`config.mk`:
```
export PLATFORM = sky130hd
export DESIGN_NAME = refresh_sched
export DESIGN_NICKNAME = d
export VERILOG_FILES = /design/src/rtl/refresh_sched.sv
export SDC_FILE = /design/constraint.sdc
export NUM_CORES = 1
export LEC_CHECK = 0
export BUFFER_PORTS_ARGS = -buffer_cell sky130_fd_sc_hd__buf_2
export CORE_MARGIN = 10
export CORE_UTILIZATION = 45
export CTS_BUF_LIST = sky130_fd_sc_hd__clkbuf_4 sky130_fd_sc_hd__clkbuf_8 sky130_fd_sc_hd__clkbuf_16
export DETAILED_ROUTE_END_ITERATION = 10
export GPL_TIMING_DRIVEN = 0
export PLACE_DENSITY = 0.75
export SLEW_MARGIN = 25
export SYNTH_ARGS = -nofsm -noshare
export SYNTH_HDL_FRONTEND = slang
export SYNTH_SLANG_ARGS = --single-unit
```
`constraint.sdc`:
```
create_clock -name clk -period 7.09 [get_ports clk]
set_input_delay 1.418 -clock clk [delete_from_list [all_inputs] [get_ports clk]]
set_output_delay 1.418 -clock clk [all_outputs]
set_load 0.03 [all_outputs]
```
`src/rtl/refresh_sched.sv`:
```
module refresh_sched #(
  parameter int NUM_BLOCKS = 8,
  parameter int PAGES      = 128,
  parameter int NUM_LEVELS = 6,
  parameter int PE_W       = 16,
  parameter int TIME_W     = 16,
  localparam int BLK_W     = $clog2(NUM_BLOCKS),
  localparam int PAGE_W    = $clog2(PAGES)
) (
  input  logic                         clk,
  input  logic                         rst_n,
  input  logic                         tick,
  input  logic                         hot,
  input  logic [NUM_LEVELS*PE_W-1:0]   thr_tbl,
  input  logic [NUM_LEVELS*TIME_W-1:0] ivl_tbl,
  output logic [BLK_W-1:0]             lookup_blk,
  input  logic [PE_W-1:0]              lookup_pe,
  output logic                         req_valid,
  output logic [BLK_W-1:0]             req_blk,
  output logic [PAGE_W-1:0]            req_page,
  input  logic                         req_ack
);
  localparam logic [PAGE_W-1:0] LAST_PG = PAGE_W'(PAGES - 1);
  localparam logic [BLK_W-1:0]  LAST_BK = BLK_W'(NUM_BLOCKS - 1);

  logic [TIME_W-1:0] now;
  logic [TIME_W-1:0] stamp [NUM_BLOCKS];
  logic [BLK_W-1:0]  ptr;
  logic [PAGE_W-1:0] page;
  logic              busy;

  logic              lvl_hit;
  logic [TIME_W-1:0] base_ivl, half_ivl, eff_ivl, elapsed, floor_ivl;
  logic              due, final_ack;

  always_comb begin
    lvl_hit  = 1'b0;
    base_ivl = '0;
    for (int i = 0; i < NUM_LEVELS; i++) begin
      if (lookup_pe >= thr_tbl[i*PE_W +: PE_W]) begin
        lvl_hit  = 1'b1;
        base_ivl = ivl_tbl[i*TIME_W +: TIME_W];
      end
    end
  end

  assign floor_ivl = ivl_tbl[(NUM_LEVELS-1)*TIME_W +: TIME_W];
  assign half_ivl  = base_ivl >> 1;
  assign eff_ivl   = !hot ? base_ivl : (half_ivl < floor_ivl ? floor_ivl : half_ivl);
  assign elapsed   = now - stamp[ptr];
  assign due       = lvl_hit && (elapsed >= eff_ivl);
  assign final_ack = busy && req_ack && (page == LAST_PG);

  always_ff @(posedge clk) begin
    if (!rst_n) now <= '0;
    else if (tick) now <= now + 1'b1;
  end

  always_ff @(posedge clk) begin
    if (!rst_n) begin
      busy <= 1'b0;
      ptr  <= '0;
      page <= '0;
      for (int b = 0; b < NUM_BLOCKS; b++) stamp[b] <= '0;
    end else if (!busy) begin
      if (due) begin
        busy <= 1'b1;
        page <= '0;
      end else begin
        ptr <= (ptr == LAST_BK) ? '0 : ptr + 1'b1;
      end
    end else if (req_ack) begin
      if (page == LAST_PG) begin
        busy       <= 1'b0;
        stamp[ptr] <= now;
        ptr        <= (ptr == LAST_BK) ? '0 : ptr + 1'b1;
      end else begin
        page <= page + 1'b1;
      end
    end
  end

  assign lookup_blk = ptr;
  assign req_valid  = busy;
  assign req_blk    = ptr;
  assign req_page   = page;

  AST_REQ_HOLD: assert property (@(posedge clk) disable iff (!rst_n)
    req_valid && !req_ack |=> req_valid && $stable(req_blk) && $stable(req_page));
  AST_PAGE_STEP: assert property (@(posedge clk) disable iff (!rst_n)
    req_valid && req_ack && req_page != LAST_PG |=> req_valid && req_page == $past(req_page) + 1'b1);
  AST_FIRST_PAGE: assert property (@(posedge clk) disable iff (!rst_n)
    $rose(req_valid) |-> req_page == '0);
  AST_PTR_FROZEN: assert property (@(posedge clk) disable iff (!rst_n)
    req_valid && !final_ack |=> req_valid && $stable(lookup_blk));
  AST_RELEASE: assert property (@(posedge clk) disable iff (!rst_n)
    final_ack |=> !req_valid);
  AST_NO_START_UNDUE: assert property (@(posedge clk) disable iff (!rst_n)
    !req_valid && !due |=> !req_valid);
endmodule

```
Yosys cells after proc, flatten, opt, wreduce, memory -nomap -nowiden:

Memories as Yosys holds them, arrays and structs flattened. A register that Yosys moved wholly into a read port is not among the register bits.
Index checks and enable logic that the tools add are counted.

* bits in registers: 27
* RAM bits: 128
* bits of input ports: 213
* output and inout port bits: 14
* logic and storage cells: 66
* memories: 1

Memory list
* stamp: words 8, width 16, rd ports 1, clocked after memory_dff 1, write ports 8, line 27 `logic [TIME_W-1:0] stamp [NUM_BLOCKS];`

* add/sub/neg operators: 4
* magnitude comparators: 8
* equal/unequal tests: 6
* mux-type cells: 38
* reductions and logical operators: 5

Operator list (count)
* $mux 16: 9
* $ge 16x16->1: 7
* $mux 7: 4
* $mux 3: 8
* $mux 1: 17
* $add 16x1->16 const B: 1
* $lt 15x16->1: 1
* $reduce_or 16->1: 1
* $sub 16x16->16: 1
* $add 7x1->7 const B: 1
* $eq 7x7->1 const B: 1
* $ne 2x2->1 const B: 3
* $reduce_and 3->1: 2
* $add 3x1->3 const B: 1
* $eq 3x3->1 const B: 1
* $ne 2x1->1 const B: 1
* $reduce_bool 2->1: 1
* $logic_and 1x1->1: 1

Logic depth before layout (Yosys ltp):

* word-level depth: 16
* gate-level depth with buffers: 34
* mapped depth without buffers: 32

Worst setup path after synthesis:

Ideal clock, no wire load.

* kind: input -> register
* from: input port thr_tbl[23]
* to: register with a tool-made name
* setup time: 0.075 ns
* arrival: 7.332 ns
* data required time: 7.015 ns
* slack: -0.317 ns
* stages on the path: 34
* path buffers: 2
* cells stage by stage: inv_1 ha_1 nand2_1 nor3_1 a21oi_1 o31ai_1 clkbuf_1 nand2_1 a311o_1 a21oi_1 mux2_2 ha_1 a21o_1 a21o_1 a21oi_1 o21ai_0 a21oi_1 o21a_1 o31a_1 a41oi_4 buf_6 a31o_1 a31oi_1 ha_1 a21o_1 a21o_1 a21o_1 a21o_1 a21oi_1 a31oi_1 o221ai_1 a21boi_2 nand3_1 o21ai_0

RTL lines
* start: declaration: line 14 `input logic [NUM_LEVELS*PE_W-1:0] thr_tbl,`

==> run_results.csv <==
group,metric,value,unit
timing,min_period,7.15,ns
setup_path,crit_slowest_cell,"a311o_1",
global_routing,antenna_found_initial,7,
setup_path,cp_common_cell,"a21o_1",
route,firstDrtPassIters,5,
global_routing,grtUsageTotal,0.219,
timing,final_hold_viol_count,0,
setup_path,arrival,7.47,ns
route,routed_via_density,5.59,
clocking,cts_root_buf,"clkbuf_16",
clocking,clockBufferDepth,2,
timing,fin_ws,-0.0613,ns
hold_path,hp-class,"register to register",
setup_path,cp-end-kind,"register",
final_layout,layout_common_cells,"buf_2 (219), and2_1 (128), edfxtp_1 (128)",
setup_path,crit_fanout,9,
setup_path,start_kind,"primary input",
timing,holdWs,0.530,ns
die,dieArea,33300,um2
die,core,26100,um2
final_layout,drive_gt1_frac,0.318,
clocking,clock_latency,0.43,ns
synthesis,netlist_instances,1175,
synthesis,synth_edf_count,128,
synthesis,synth_top_area_share,0.323,
synthesis,synth.distinct_cells,69,
global_routing,grt_max_degree,17,
final_layout,final_nets,1819,
job,drv_cap,0,
place,place.port_buffers,226,
global_routing,grt_pass1_wl,57400,um
status,failed_checks,"negative setup slack",
timing,rsz0062_at_grt,"true",
timing,worst_slew_pin_slew,0.966,ns
final_layout,area_growth,29.0,%
power_and_ir_drop,peakVddDrop,152,uV
clocking,cts.sinks,158,
global_routing,grt_pass1_vias,10400,
synthesis,synthTopCellsByArea,"edfxtp_1 (32%), ha_1 (15%), and2_1 (6.9%)",
die,rows,59,
clocking,htreeDepth,4,
synthesis,ys_seq_area_frac,0.374,
synthesis,synth_top_area_cell,"edfxtp_1",
die,io-pin-count,227,
route,drc,0,
setup_path,slowest_delay,0.36,ns
route,ant_nets,0,
place,dpl.hpwl,29100,um
synthesis,synth_ff_type,"edfxtp_1",
final_layout,seqCellArea,4440,um2
die,die_w,183,um
synthesis,ys_async_sr_fraction,0,
timing,finalCritPeriodShare,1.01,
timing,skew,0.00757,ns
route,vias,10200,
place,gp_congestion,0.903,
synthesis,synth_warnings,0,
final_layout,multiInputGateArea,7440,um2
clocking,cts_tree,"yes",
power_and_ir_drop,p_per_area,238,nW/um2
setup_path,crit_type,"primary input to register",
synthesis,ys_ff_latch,158,
timing,drv_slew,0,
timing,setup_viol,6,
final_layout,fillerInstances,2144,
timing,max_slew_margin,0.356,
clocking,hold_buffers,0,
route,wl_per_cell,21.0,um
synthesis,syn_nets,1534,
synthesis,avgSynthCellArea,10.1,um2
synthesis,synthesis.area,11900,um2
place,pre_cts_ws,-1.48,ns
clocking,numCtsBuffers,17,
setup_path,required,7.41,ns
power_and_ir_drop,total_leakage_power,0.00667,uW
route,wirelength,38200,um
die,die_y,183,um
route,drt-initial-drc-count,615,
die,initial_core_util,0.456,
global_routing,overflow,0,
clocking,clk_pin_slew,0.06,ns
final_layout,mostFrequentLayoutCell,"buf_2",
status,status,"complete, but fails checks",
timing,fmax,0.140,GHz
cell usage after synthesis, types with 4 or more instances:
master    count
dfxtp_1      30
nor2_1       46
o21ai_0      36
nor3_1       24
or3_1         5
mux2i_1      19
and2_1      132
nand4_1       9
xor2_1       10
mux2_2       12
a21o_1       23
a21oi_1      72
a211oi_1      6
a311o_1       8
ha_1        145
o31a_1        4
and4_1        8
nor4_1        4
nor2b_1      15
nand2b_1     10
mux4_2       32
a31oi_1      15
o22ai_1       6
a221oi_1     10
o211ai_1      4
and3_1        9
clkbuf_1     52
o21a_1        6
edfxtp_1    128
nand3_1      33
xnor2_1      24
a31o_1        8
nand2_1      60
inv_1       113
flip-flops by register name, summed over array words and instances, names as in the netlist, named ones only:
name and count:
stamp 128, now 16, req_page 7, lookup_blk 3, req_valid 1
where the power goes:
group	switching, uW	total, uW	internal (uW)	leakage (uW)
clock network	377	1080	708	0.000341
registers	37.7	1090	1050	0.00146
logic	775	1470	696	0.00487
worst max-delay path, delay by kind of cell:
kind / cells / cell delay [ns]
AOI/OAI and AO/OA: 25 / 4.12
muxes: 1 / 0.21
buffers and inverters: 6 / 0.93
adders and majority gates: 3 / 0.79
logic make-up after synthesis:
kind of cell,count (synthesis),share of synthesized area
xor+xnor,34,0.0250
mux,65,0.0898
flops,158,0.374
simple gates,363,0.166
fa+ha+maj,146,0.154
buf+inv,178,0.0587
compound gates,231,0.132
area by class of cell:
cell class | count | share of cell area
antenna | 8 | 0.00130
buffer | 60 | 0.0210
clock buffer | 19 | 0.0287
clock inverter | 13 | 0.0170
inverter | 115 | 0.0286
multi-input combinational | 840 | 0.485
sequential | 158 | 0.290
tap | 335 | 0.0273
timing repair buffer | 268 | 0.101
worst paths after layout:
check,from,endpoint,slack (ns),cells past startpoint
min reg2reg,req_page[1],req_page[1],0.53,2
min,req_page[1],req_page[1],0.53,2
max reg2reg,register,register,0.91,24
max,lookup_pe[2],register,-0.06,35
per-layer routing:
layer,up-vias,routed length (um),track usage
li1,4855,-,-
met1,4820,14800,0.247
met2,389,19500,0.396
met3,96,2640,0.0437
met4,0,1180,0.0853
met5,-,0,0
stage by stage:
stage / total power [uW] / cell area [um2] / cells / util / TNS (ns)
global placement: 2300 / 13500 / 1736 / 0.517 / -17.45
detailed placement: 2340 / 13600 / 1742 / 0.521 / -18.65
global route: 3840 / 15300 / 1816 / 0.589 / -2.85
floorplan: 1970 / 11900 / 1175 / - / 0
CTS: 3570 / 15000 / 1796 / 0.574 / 0
finish: 3650 / 15300 / 1816 / 0.589 / -0.185
repair_timing:
item / CTS / global route
endpoints found under the setup margin: 14 / 14
buffers inserted: 25 / 11
pin swaps: 58 / 40
resized for setup: 118 / 52
gates cloned: 1 / 1
(Power assumes the default switching activity.)
